## src/rtl/cnt_pkg.sv

```systemverilog
package cnt_pkg;
  typedef enum logic [1:0] {
    MODE_HOLD = 2'd0,
    MODE_INC  = 2'd1,
    MODE_LOAD = 2'd2,
    MODE_CLR  = 2'd3
  } cnt_mode_e;
endpackage

```

## src/rtl/cnt_ctrl.sv

```systemverilog
module cnt_ctrl
  import cnt_pkg::*;
#(
  parameter int WIDTH = 4
) (
  input  logic             rst_ni,
  input  logic             load_ni,
  input  logic             en_count_i,
  input  logic             en_chain_i,
  input  logic [WIDTH-1:0] data_i,
  input  logic [WIDTH-1:0] q_i,
  output logic [WIDTH-1:0] nxt_o
);
  localparam logic [WIDTH-1:0] ONE = WIDTH'(1);

  cnt_mode_e mode;

  // precedence: clear > load > count > hold
  always_comb begin
    if (!rst_ni)                      mode = MODE_CLR;
    else if (!load_ni)                mode = MODE_LOAD;
    else if (en_count_i && en_chain_i) mode = MODE_INC;
    else                              mode = MODE_HOLD;
  end

  always_comb begin
    unique case (mode)
      MODE_CLR:  nxt_o = '0;
      MODE_LOAD: nxt_o = data_i;
      MODE_INC:  nxt_o = q_i + ONE;
      default:   nxt_o = q_i;
    endcase
  end
endmodule

```

## src/rtl/cnt_state_reg.sv

```systemverilog
module cnt_state_reg #(
  parameter int WIDTH       = 4,
  parameter bit ASYNC_RESET = 1'b1
) (
  input  logic             clk_i,
  input  logic             rst_ni,
  input  logic [WIDTH-1:0] d_i,
  output logic [WIDTH-1:0] q_o
);
  generate
    if (ASYNC_RESET) begin : g_async
      always_ff @(posedge clk_i or negedge rst_ni) begin
        if (!rst_ni) q_o <= '0;
        else         q_o <= d_i;
      end
    end else begin : g_sync
      always_ff @(posedge clk_i) begin
        if (!rst_ni) q_o <= '0;
        else         q_o <= d_i;
      end
    end
  endgenerate
endmodule

```

## src/rtl/cnt_term.sv

```systemverilog
module cnt_term #(
  parameter int WIDTH = 4
) (
  input  logic [WIDTH-1:0] q_i,
  input  logic             en_chain_i,
  output logic             tc_o
);
  assign tc_o = (&q_i) & en_chain_i;
endmodule

```

## src/rtl/presettable_cnt.sv

```systemverilog
module presettable_cnt #(
  parameter int WIDTH       = 4,
  parameter bit ASYNC_RESET = 1'b1
) (
  input  logic             clk_i,
  input  logic             rst_ni,
  input  logic             load_ni,
  input  logic             en_count_i,
  input  logic             en_chain_i,
  input  logic [WIDTH-1:0] data_i,
  output logic [WIDTH-1:0] q_o,
  output logic             tc_o
);
  logic [WIDTH-1:0] nxt;

  cnt_ctrl #(.WIDTH(WIDTH)) u_ctrl (
    .rst_ni     (rst_ni),
    .load_ni    (load_ni),
    .en_count_i (en_count_i),
    .en_chain_i (en_chain_i),
    .data_i     (data_i),
    .q_i        (q_o),
    .nxt_o      (nxt)
  );

  cnt_state_reg #(.WIDTH(WIDTH), .ASYNC_RESET(ASYNC_RESET)) u_reg (
    .clk_i  (clk_i),
    .rst_ni (rst_ni),
    .d_i    (nxt),
    .q_o    (q_o)
  );

  cnt_term #(.WIDTH(WIDTH)) u_term (
    .q_i        (q_o),
    .en_chain_i (en_chain_i),
    .tc_o       (tc_o)
  );
endmodule

```

## config.mk

```make
export PLATFORM = sky130hd
export DESIGN_NAME = presettable_cnt
export DESIGN_NICKNAME = d
export VERILOG_FILES = /design/src/rtl/cnt_pkg.sv /design/src/rtl/cnt_ctrl.sv /design/src/rtl/cnt_state_reg.sv /design/src/rtl/cnt_term.sv /design/src/rtl/presettable_cnt.sv
export SDC_FILE = /design/constraint.sdc
export NUM_CORES = 1
export LEC_CHECK = 0
export ABC_CLOCK_PERIOD_IN_PS = 1800
export CAP_MARGIN = 20
export CORE_AREA = 10 10 47 49
export CTS_CLUSTER_DIAMETER = 100
export CTS_CLUSTER_SIZE = 8
export DETAILED_ROUTE_END_ITERATION = 16
export DIE_AREA = 0 0 57 59
export GPL_TIMING_DRIVEN = 0
export HOLD_SLACK_MARGIN = 0.12
export SLEW_MARGIN = 20
export SYNTH_ARGS = -nofsm -noshare
export SYNTH_HDL_FRONTEND = slang
export SYNTH_SLANG_ARGS = --single-unit
```

## constraint.sdc

```tcl
create_clock -name clk_i -period 1.8 [get_ports clk_i]
set_input_delay 0.36 -clock clk_i [delete_from_list [all_inputs] [get_ports clk_i]]
set_output_delay 0.36 -clock clk_i [all_outputs]
set_load 0.01 [all_outputs]
```

## Word level (Yosys, flattened, before mapping)

Cells that the tools add are included.

| operators by class | value |
|---|---|
| div/mod/pow operators | 0 |
| $add $sub $neg | 1 |
| shift-type cells | 0 |
| equal/unequal tests | 3 |
| bitwise gates (word level) | 1 |
| muxes and demuxes | 4 |
| order comparisons | 0 |
| reductions and logical operators | 3 |
| multiply operators | 0 |

Operators by type and width:

| kind | count |
|---|---|
| 4-bit one-hot mux with 3 select lines | 1 |
| 4-bit by 1-bit adder with 4-bit output (second input constant) | 1 |
| 2-bit equality test (second input constant) | 2 |
| 2-bit 2-to-1 mux | 2 |
| 4-bit AND reduction | 1 |
| 3-bit nonzero test | 1 |
| 2-bit by 1-bit equality test with 1-bit output (second input constant) | 1 |
| 1-bit bitwise AND | 1 |
| 1-bit logical AND | 1 |
| 1-bit 2-to-1 mux | 1 |

| storage, ports and cells | value |
|---|---|
| register bits | 4 |
| output and inout port bits | 5 |
| input bits | 9 |
| memory bits (writable) | 0 |
| bits in read-only memories | 0 |
| bits in latches | 0 |
| memories kept | 0 |
| word-level logic and storage cells | 13 |

## Depth between registers and ports, before layout

Gate-level depths: netlist of run 1.

| logic depth | value |
|---|---|
| word-level depth | 6 |
| mapped depth | 4 |
| mapped depth without buffers | 4 |

## By module

From an unflattened synthesis of run 1, not the netlist that was laid out.

| unflattened totals | value |
|---|---|
| cells, all modules | 26 |
| area, all modules | 227.7 um^2 |

By module, submodules not included:

| module | area each (um^2) | sequential area each (um^2) | instances | cells an instance |
|---|---|---|---|---|
| cnt_ctrl | 115.1 | 0.0 | 1 | 19 |
| cnt_state_reg | 100.1 | 100.1 | 1 | 4 |
| cnt_term | 12.5 | 0.0 | 1 | 3 |

## Worst setup path before layout of run 1

Ideal clock, no wire load.

| timing | value |
|---|---|
| path kind | reg2out |
| start | register u_reg.q_o[0] |
| end | output tc_o |
| path buffers | 0 |
| required time | 1,440 ps |
| stages on the path, launching flop included | 3 |
| arrival time | 836 ps |
| path slack | 604 ps |
| cell sequence | dfrtp_1 ha_1 and4_2 |

| on the way | value |
|---|---|
| word-level cells in the longest chain between the ends | 2 |

Ends and longest elaborated chain:

| item | line | RTL |
|---|---|---|
| start: declaration | cnt_state_reg.sv:8 | `output logic [WIDTH-1:0] q_o` |
| start signal: assignment | cnt_state_reg.sv:14 | `else q_o <= d_i;` |
| 4-bit AND reduction | cnt_term.sv:8 | `assign tc_o = (&q_i) & en_chain_i;` |
| 1-bit bitwise AND | cnt_term.sv:8 |  |
| end: declaration | presettable_cnt.sv:12 | `output logic tc_o` |

Every way passes these cells.

## Final worst setup path of run 1

| timing | value |
|---|---|
| start | input en_chain_i |
| end | output tc_o |

| on the way | value |
|---|---|
| word-level cells in the longest chain between the ends | 1 |

Ends and longest elaborated chain:

| item | line | RTL |
|---|---|---|
| start: declaration | presettable_cnt.sv:9 | `input logic en_chain_i,` |
| 1-bit bitwise AND | cnt_term.sv:8 |  |

Every way passes these cells.

==> flow_summary.yaml, run 1 <==
placement:
  dpl.cell_count: 53
  gp_congestion: 0.6598
  portBuffers: 13
  place_area_um2: 375.4
  pre_cts_slack_ps: -213.7
yosys:
  synth-seq-cells: 4
  synth.area.top_cells: "dfrtp_1, xor2_1, nand3_1, o21ai_0, ha_1"
  yosys_warnings: 0
  yosys.area.top_type: "dfrtp_1"
  synthCells: 24
  synth_top_area_frac: 0.4444
  syn_avg_cell_area_um2: 9.384
  ys_seq_area_frac: 0.4444
  synth_fp_nets: 34
  synth_area_um2: 225.2
  synth_cell_types: 15
power:
  ir_drop_mv: 0.2432
  p_total_mw: 0.2724
  power.density_mw_per_mm2: 686.7
  p_leak_nw: 0.1636
cells_and_area:
  largest_register_ffs: 4
  reg_top3: "u_reg.q_o (4)"
  antenna_cells: 0
  final_cells: 56
  fin_area_um2: 396.6
  final_util: 0.2830
  largest-register: "u_reg.q_o"
  synthToLayoutAreaGrowth_pct: 76.11
  final_nets: 52
  fillerInstances: 159
  drive_above_1_share: 0.1250
critical_path:
  path_max_fanout: 4
  cp-start-kind: "primary input"
  r2r-start: "u_reg.q_o[0]$_DFFE_PN0P_"
  critical_path_class: "in2out"
  cp.required_ps: 1440
  r2r_slack_ps: 690
  crit_path_end_kind: "output port"
  critPathLaunch: "en_chain_i"
  r2r_cells: 3
  crit_arrival_ps: 1380
  cp-endpoint: "tc_o"
  r2r-end: "u_reg.q_o[1]$_DFFE_PN0P_"
sta:
  finalSetupTns_ps: 0
  relSlewSlack: 0.8149
  tightest_slew_ps: 276.8
  fmax_ghz: 0.5758
  worst_slack_ps: 63.39
  hold_ws_ps: 370.2
  rsz0062_at_grt: "false"
  fin_crit_sh: 0.9648
  finalMaxSlewViolations: 0
  finalHoldViolCount: 0
  period_needed_ps: 1737
  finalSetupViolCount: 0
  skew_ps: 1.932
die:
  num_rows: 14
  die_area_mm2: 0.003363
  die_w_um: 57
  core-area_mm2: 0.001401
  chipHeight_um: 59
  initial_core_util: 0.1607
  io_pins: 14
grt:
  overflow: 0
  grt_usage: 0.04197
  grt_pass1_wl_mm: 1.117
  antenna_found_initial: 0
  grt_max_degree: 9
  grt_pass1_vias: 249
clock_tree:
  clockBufferDepth: 2
  numCtsBuffers: 3
  htreeDepth: 1
  clk_pin_slew_ps: 40
  cts_hold_buffers: 0
  insertion_delay_ps: 230
  cts_tree: "built"
  cts_root_buf: "clkbuf_4"
  cts_sinks: 4
routing:
  dr.pass1.iters: 4
  drc: 0
  via_per_inst: 3.982
  dr_total_vias: 223
  drt-initial-drc-count: 5
  routed_wl_um: 627
  wl_per_cell_um: 11.20
  ant_nets: 0
run_status:
  outcome: "completed"
min_path:
  min_path_type: "in2async"
flow_run:
  cap_viol_max_count: 0
Yosys cell counts:
| master | count |
|---|---|
| a31oi_1 | 1 |
| xor2_1 | 2 |
| nand2_2 | 1 |
| inv_1 | 1 |
| and4_2 | 1 |
| a211oi_1 | 1 |
| nand3_1 | 3 |
| a21oi_1 | 1 |
| ha_1 | 1 |
| a311oi_1 | 1 |
| dfrtp_1 | 4 |
| o21ai_0 | 3 |
| or3_1 | 1 |
| nor2_1 | 2 |
| nand2_1 | 1 |
worst min-delay path by stage:
| stage | end | cells after the start |
|---|---|---|
| 4_1_cts | u_reg.q_o[3]$_DFFE_PN0P_ | 1 |
| 6_report | u_reg.q_o[2]$_DFFE_PN0P_ | 1 |
| 3_3_place_gp | u_reg.q_o[3]$_DFFE_PN0P_ | 2 |
| 2_1_floorplan | u_reg.q_o[0]$_DFFE_PN0P_ | 0 |
| 3_5_place_dp | u_reg.q_o[3]$_DFFE_PN0P_ | 2 |
| 5_1_grt | u_reg.q_o[2]$_DFFE_PN0P_ | 1 |
kinds of logic after synthesis:
group | count (synthesis) | synth area share
simple gates | 9 | 0.2167
fa+ha+maj | 1 | 0.05555
buf+inv | 1 | 0.01665
flops | 4 | 0.4445
xor+xnor | 2 | 0.07779
compound gates | 7 | 0.1889
layout make-up:
class,instances,area (µm²),share of cell area
timing repair buffer,13,128.9,0.3249
multi-input combinational,19,121.4,0.3060
sequential,4,100.1,0.2524
clock buffer,3,22.52,0.05678
tap,16,20.02,0.05047
inverter,1,3.754,0.009464
cell usage in the layout, fill, tap and decap left out:
cell type and count:
nand2_2 1, dfrtp_1 4, inv_1 1, a31oi_1 1, xor2_1 2, ha_1 1, nand3_1 3, a21oi_1 1
a311oi_1 1, nand2_1 1, dlygate4sd2_1 1, clkbuf_4 3, o21ai_0 3, clkdlybuf4s50_1 12, or3_1 1, and4_2 1
nor2_1 2, a211oi_1 1
worst max-delay path: stages:
cell             delay (ps)
clkdlybuf4s50_1         530
and4_2                  220
dlygate4sd2_1           260
repair_timing:
action                                 in CTS  in global routing
endpoints found under the hold margin       0                  0
setup buffers                               0                  0
setup endpoints to repair                   1                  0
gates resized for setup                     1                  0
power by group:
group | switching [mW] | total [mW] | leakage, nW | internal (mW)
clock | 0.0372 | 0.112 | 0.0138 | 0.0746
sequential | 0.00698 | 0.104 | 0.0518 | 0.0970
combinational | 0.0224 | 0.0566 | 0.0981 | 0.0342
total | 0.0666 | 0.272 | 0.164 | 0.206
metal layers:
layer | GRT usage | vias up | part of all wire
met2 | 0.04341 | 10 | 0.38
met4 | 0.03020 | 0 | 0
met5 | 0 | - | 0
li1 | - | 122 | -
met1 | 0.05602 | 91 | 0.51
met3 | 0.02790 | 0 | 0.11
(Power assumes the default switching activity.)
==> run 2: changes to the inputs <==
Settings changed: CTS_BUF_LIST set to sky130_fd_sc_hd__clkbuf_4, CTS_CLUSTER_SIZE 8 to 12, SYNTH_HIERARCHICAL set to 1.
==> run 2 against run 1 <==
  * Fmax increased by 2.6%
  * Clock skew up 1.1 ps
  * Synthesized cell count is 8.3% higher
  * Cell count rose by 3.6%
  * Non-clock buffer count is the same
  * Combinational power rose by 2%
  * Critical path type unchanged
  * Highest routed layer unchanged
==> flow_summary.yaml, run 2 <==
run_status:
  outcome: "completed"
clock_tree:
  clk_pin_slew_ps: 40
  cts_hold_buffers: 0
  cts_root_buf: "clkbuf_4"
  cts_tree: "built"
  clockBufferDepth: 2
  cts_sinks: 4
  numCtsBuffers: 3
  htreeDepth: 1
  insertion_delay_ps: 240
sta:
  relSlewSlack: 0.8285
  finalSetupViolCount: 0
  finalSetupTns_ps: 0
  finalHoldViolCount: 0
  period_needed_ps: 1692
  skew_ps: 2.989
  worst_slack_ps: 107.6
  tightest_slew_ps: 256.5
  fin_crit_sh: 0.9402
  finalMaxSlewViolations: 0
  hold_ws_ps: 358.5
  fmax_ghz: 0.5909
  rsz0062_at_grt: "false"
routing:
  drt-initial-drc-count: 2
  drc: 0
  ant_nets: 0
  dr.pass1.iters: 2
  wl_per_cell_um: 12.16
  dr_total_vias: 238
  via_per_inst: 4.103
  routed_wl_um: 705
cells_and_area:
  synthToLayoutAreaGrowth_pct: 75.28
  largest-register: "u_reg/q_o"
  layout_commonest_cell: "clkdlybuf4s50_1"
  fin_area_um2: 399.1
  final_cells: 58
  antenna_cells: 0
  final_util: 0.2848
  largest_register_ffs: 4
  reg_top3: "u_reg/q_o (4)"
  ff_latch_area_um2: 100.1
  final_nets: 54
  multi_input_area_um2: 123.9
  fillerInstances: 152
  drive_above_1_share: 0.09524
  final_cell_mix: "clkdlybuf4s50_1, nand3_1, dfrtp_1"
yosys:
  synth_area_um2: 227.7
  syn_avg_cell_area_um2: 8.758
  synth-compound-area-share: 0.1868
  synth.area.top_cells: "dfrtp_1, nand3_1, xor2_1, o21ai_0, ha_1"
  synth_xor_area_frac: 0.07692
  synthAdderAreaFrac: 0.05495
  yosys.area_share.simple: 0.2253
  synth_fp_nets: 36
  synth_commonest_cells: "dfrtp_1, nand3_1, nor2_1, o21ai_0"
  synth-seq-cells: 4
  yosys_warnings: 6
  synth_mux_area_frac: 0
  synth_top_family_by_area: "simple AND/OR/NAND/NOR gates"
  synth_cell_types: 14
  synthCells: 26
  ys_seq_area_frac: 0.4396
  synth_edf_count: 0
  synth_top_flop_cell: "dfrtp_1"
  yosys.area.top_type: "dfrtp_1"
  synth_top_area_frac: 0.4396
  async_flop_share: 1.000
power:
  p_total_mw: 0.2777
  p_leak_nw: 0.1616
  p_seq_frac: 0.380
  p_clk_frac: 0.412
  p_int_mw: 0.2065
  switchingPower_mw: 0.07111
  ir_drop_mv: 0.2170
  swShare: 0.2561
  power.density_mw_per_mm2: 695.6
  comb_power_share: 0.208
critical_path:
  cp-start-kind: "primary input"
  critical_path_class: "in2out"
  crit_path_end_kind: "output port"
  path_max_fanout: 4
  crit_arrival_ps: 1330
  cp.required_ps: 1440
grt:
  antenna_found_initial: 0
  overflow: 0
  grt_pass1_vias: 248
  grt_usage: 0.04190
  grt_pass1_wl_mm: 1.048
  grt_max_degree: 9
die:
  initial_core_util: 0.1625
  num_rows: 14
  io_pins: 14
  core-area_mm2: 0.001401
  die_area_mm2: 0.003363
  die_w_um: 57
  chipHeight_um: 59
placement:
  portBuffers: 13
  dp_hpwl_um: 580.3
  place_area_um2: 377.9
  dpl.cell_count: 55
  gp_congestion: 0.7269
  pre_cts_slack_ps: -183.8
flow_run:
  cap_viol_max_count: 0
min_path:
  min_path_type: "in2async"
run 2: changes by cell type after synthesis, sizes merged:
cell | previous run | this run
and4 | 1 | 0
nand2 | 2 | 3
nand3 | 3 | 4
nor2 | 2 | 3
run 2: what timing repair did:
action                     in CTS  in global routing
gates resized for setup         1                  0
buffers inserted                0                  0
setup endpoints to repair       1                  0
run 2: final cells by class:
cell class / instances / share of cell area
Clock buffer: 3 / 0.05643
Sequential cell: 4 / 0.2508
Multi-Input combinational cell: 21 / 0.3103
Inverter: 1 / 0.009404
Tap cell: 16 / 0.05016
Timing Repair Buffer: 13 / 0.3229
run 2: layer usage:
layer	part of all wire	up-vias	global-route usage
met5	0	-	0
met4	0	0	0.04027
met3	0.081	0	0.02361
met2	0.48	8	0.05891
met1	0.44	104	0.04270
li1	-	126	-
run 2: worst max-delay path, cell delays in order:
cell             delay [ps]
clkdlybuf4s50_1         530
nand3_1                  90
nor2_1                   80
dlygate4sd2_1           270
run 2: kinds of logic (layout without fill, tap and decap cells):
family | Yosys count | count (layout)
xor+xnor | 2 | 2
simple gates | 11 | 11
buf+inv | 1 | 17
compound gates | 7 | 7
flops | 4 | 4
fa+ha+maj | 1 | 1
run 2: final timing paths:
check	from	slack [ps]	cells past startpoint	endpoint
setup / recovery	en_chain_i	110	4	tc_o
hold / removal	rst_ni	360	1	u_reg/q_o[2]$_DFF_PN0_
setup reg to reg	u_reg/q_o[0]$_DFF_PN0_	640	3	u_reg/q_o[1]$_DFF_PN0_
hold reg to reg	u_reg/q_o[3]$_DFF_PN0_	600	2	u_reg/q_o[3]$_DFF_PN0_
max in group asynchronous	rst_ni	1230	1	u_reg/q_o[3]$_DFF_PN0_
min in group clk_i	u_reg/q_o[3]$_DFF_PN0_	600	2	u_reg/q_o[3]$_DFF_PN0_
run 2: power groups by stage:
| stage | Sequential, mW | Clock (mW) | Combinational [mW] |
|---|---|---|---|
| 2_1_floorplan | 0.108 | 0 | 0.0153 |
| 3_3_place_gp | 0.107 | 0 | 0.0570 |
| 3_5_place_dp | 0.107 | 0 | 0.0585 |
| 4_1_cts | 0.106 | 0.119 | 0.0587 |
| 5_1_grt | 0.107 | 0.124 | 0.0630 |
| 6_report | 0.106 | 0.114 | 0.0579 |
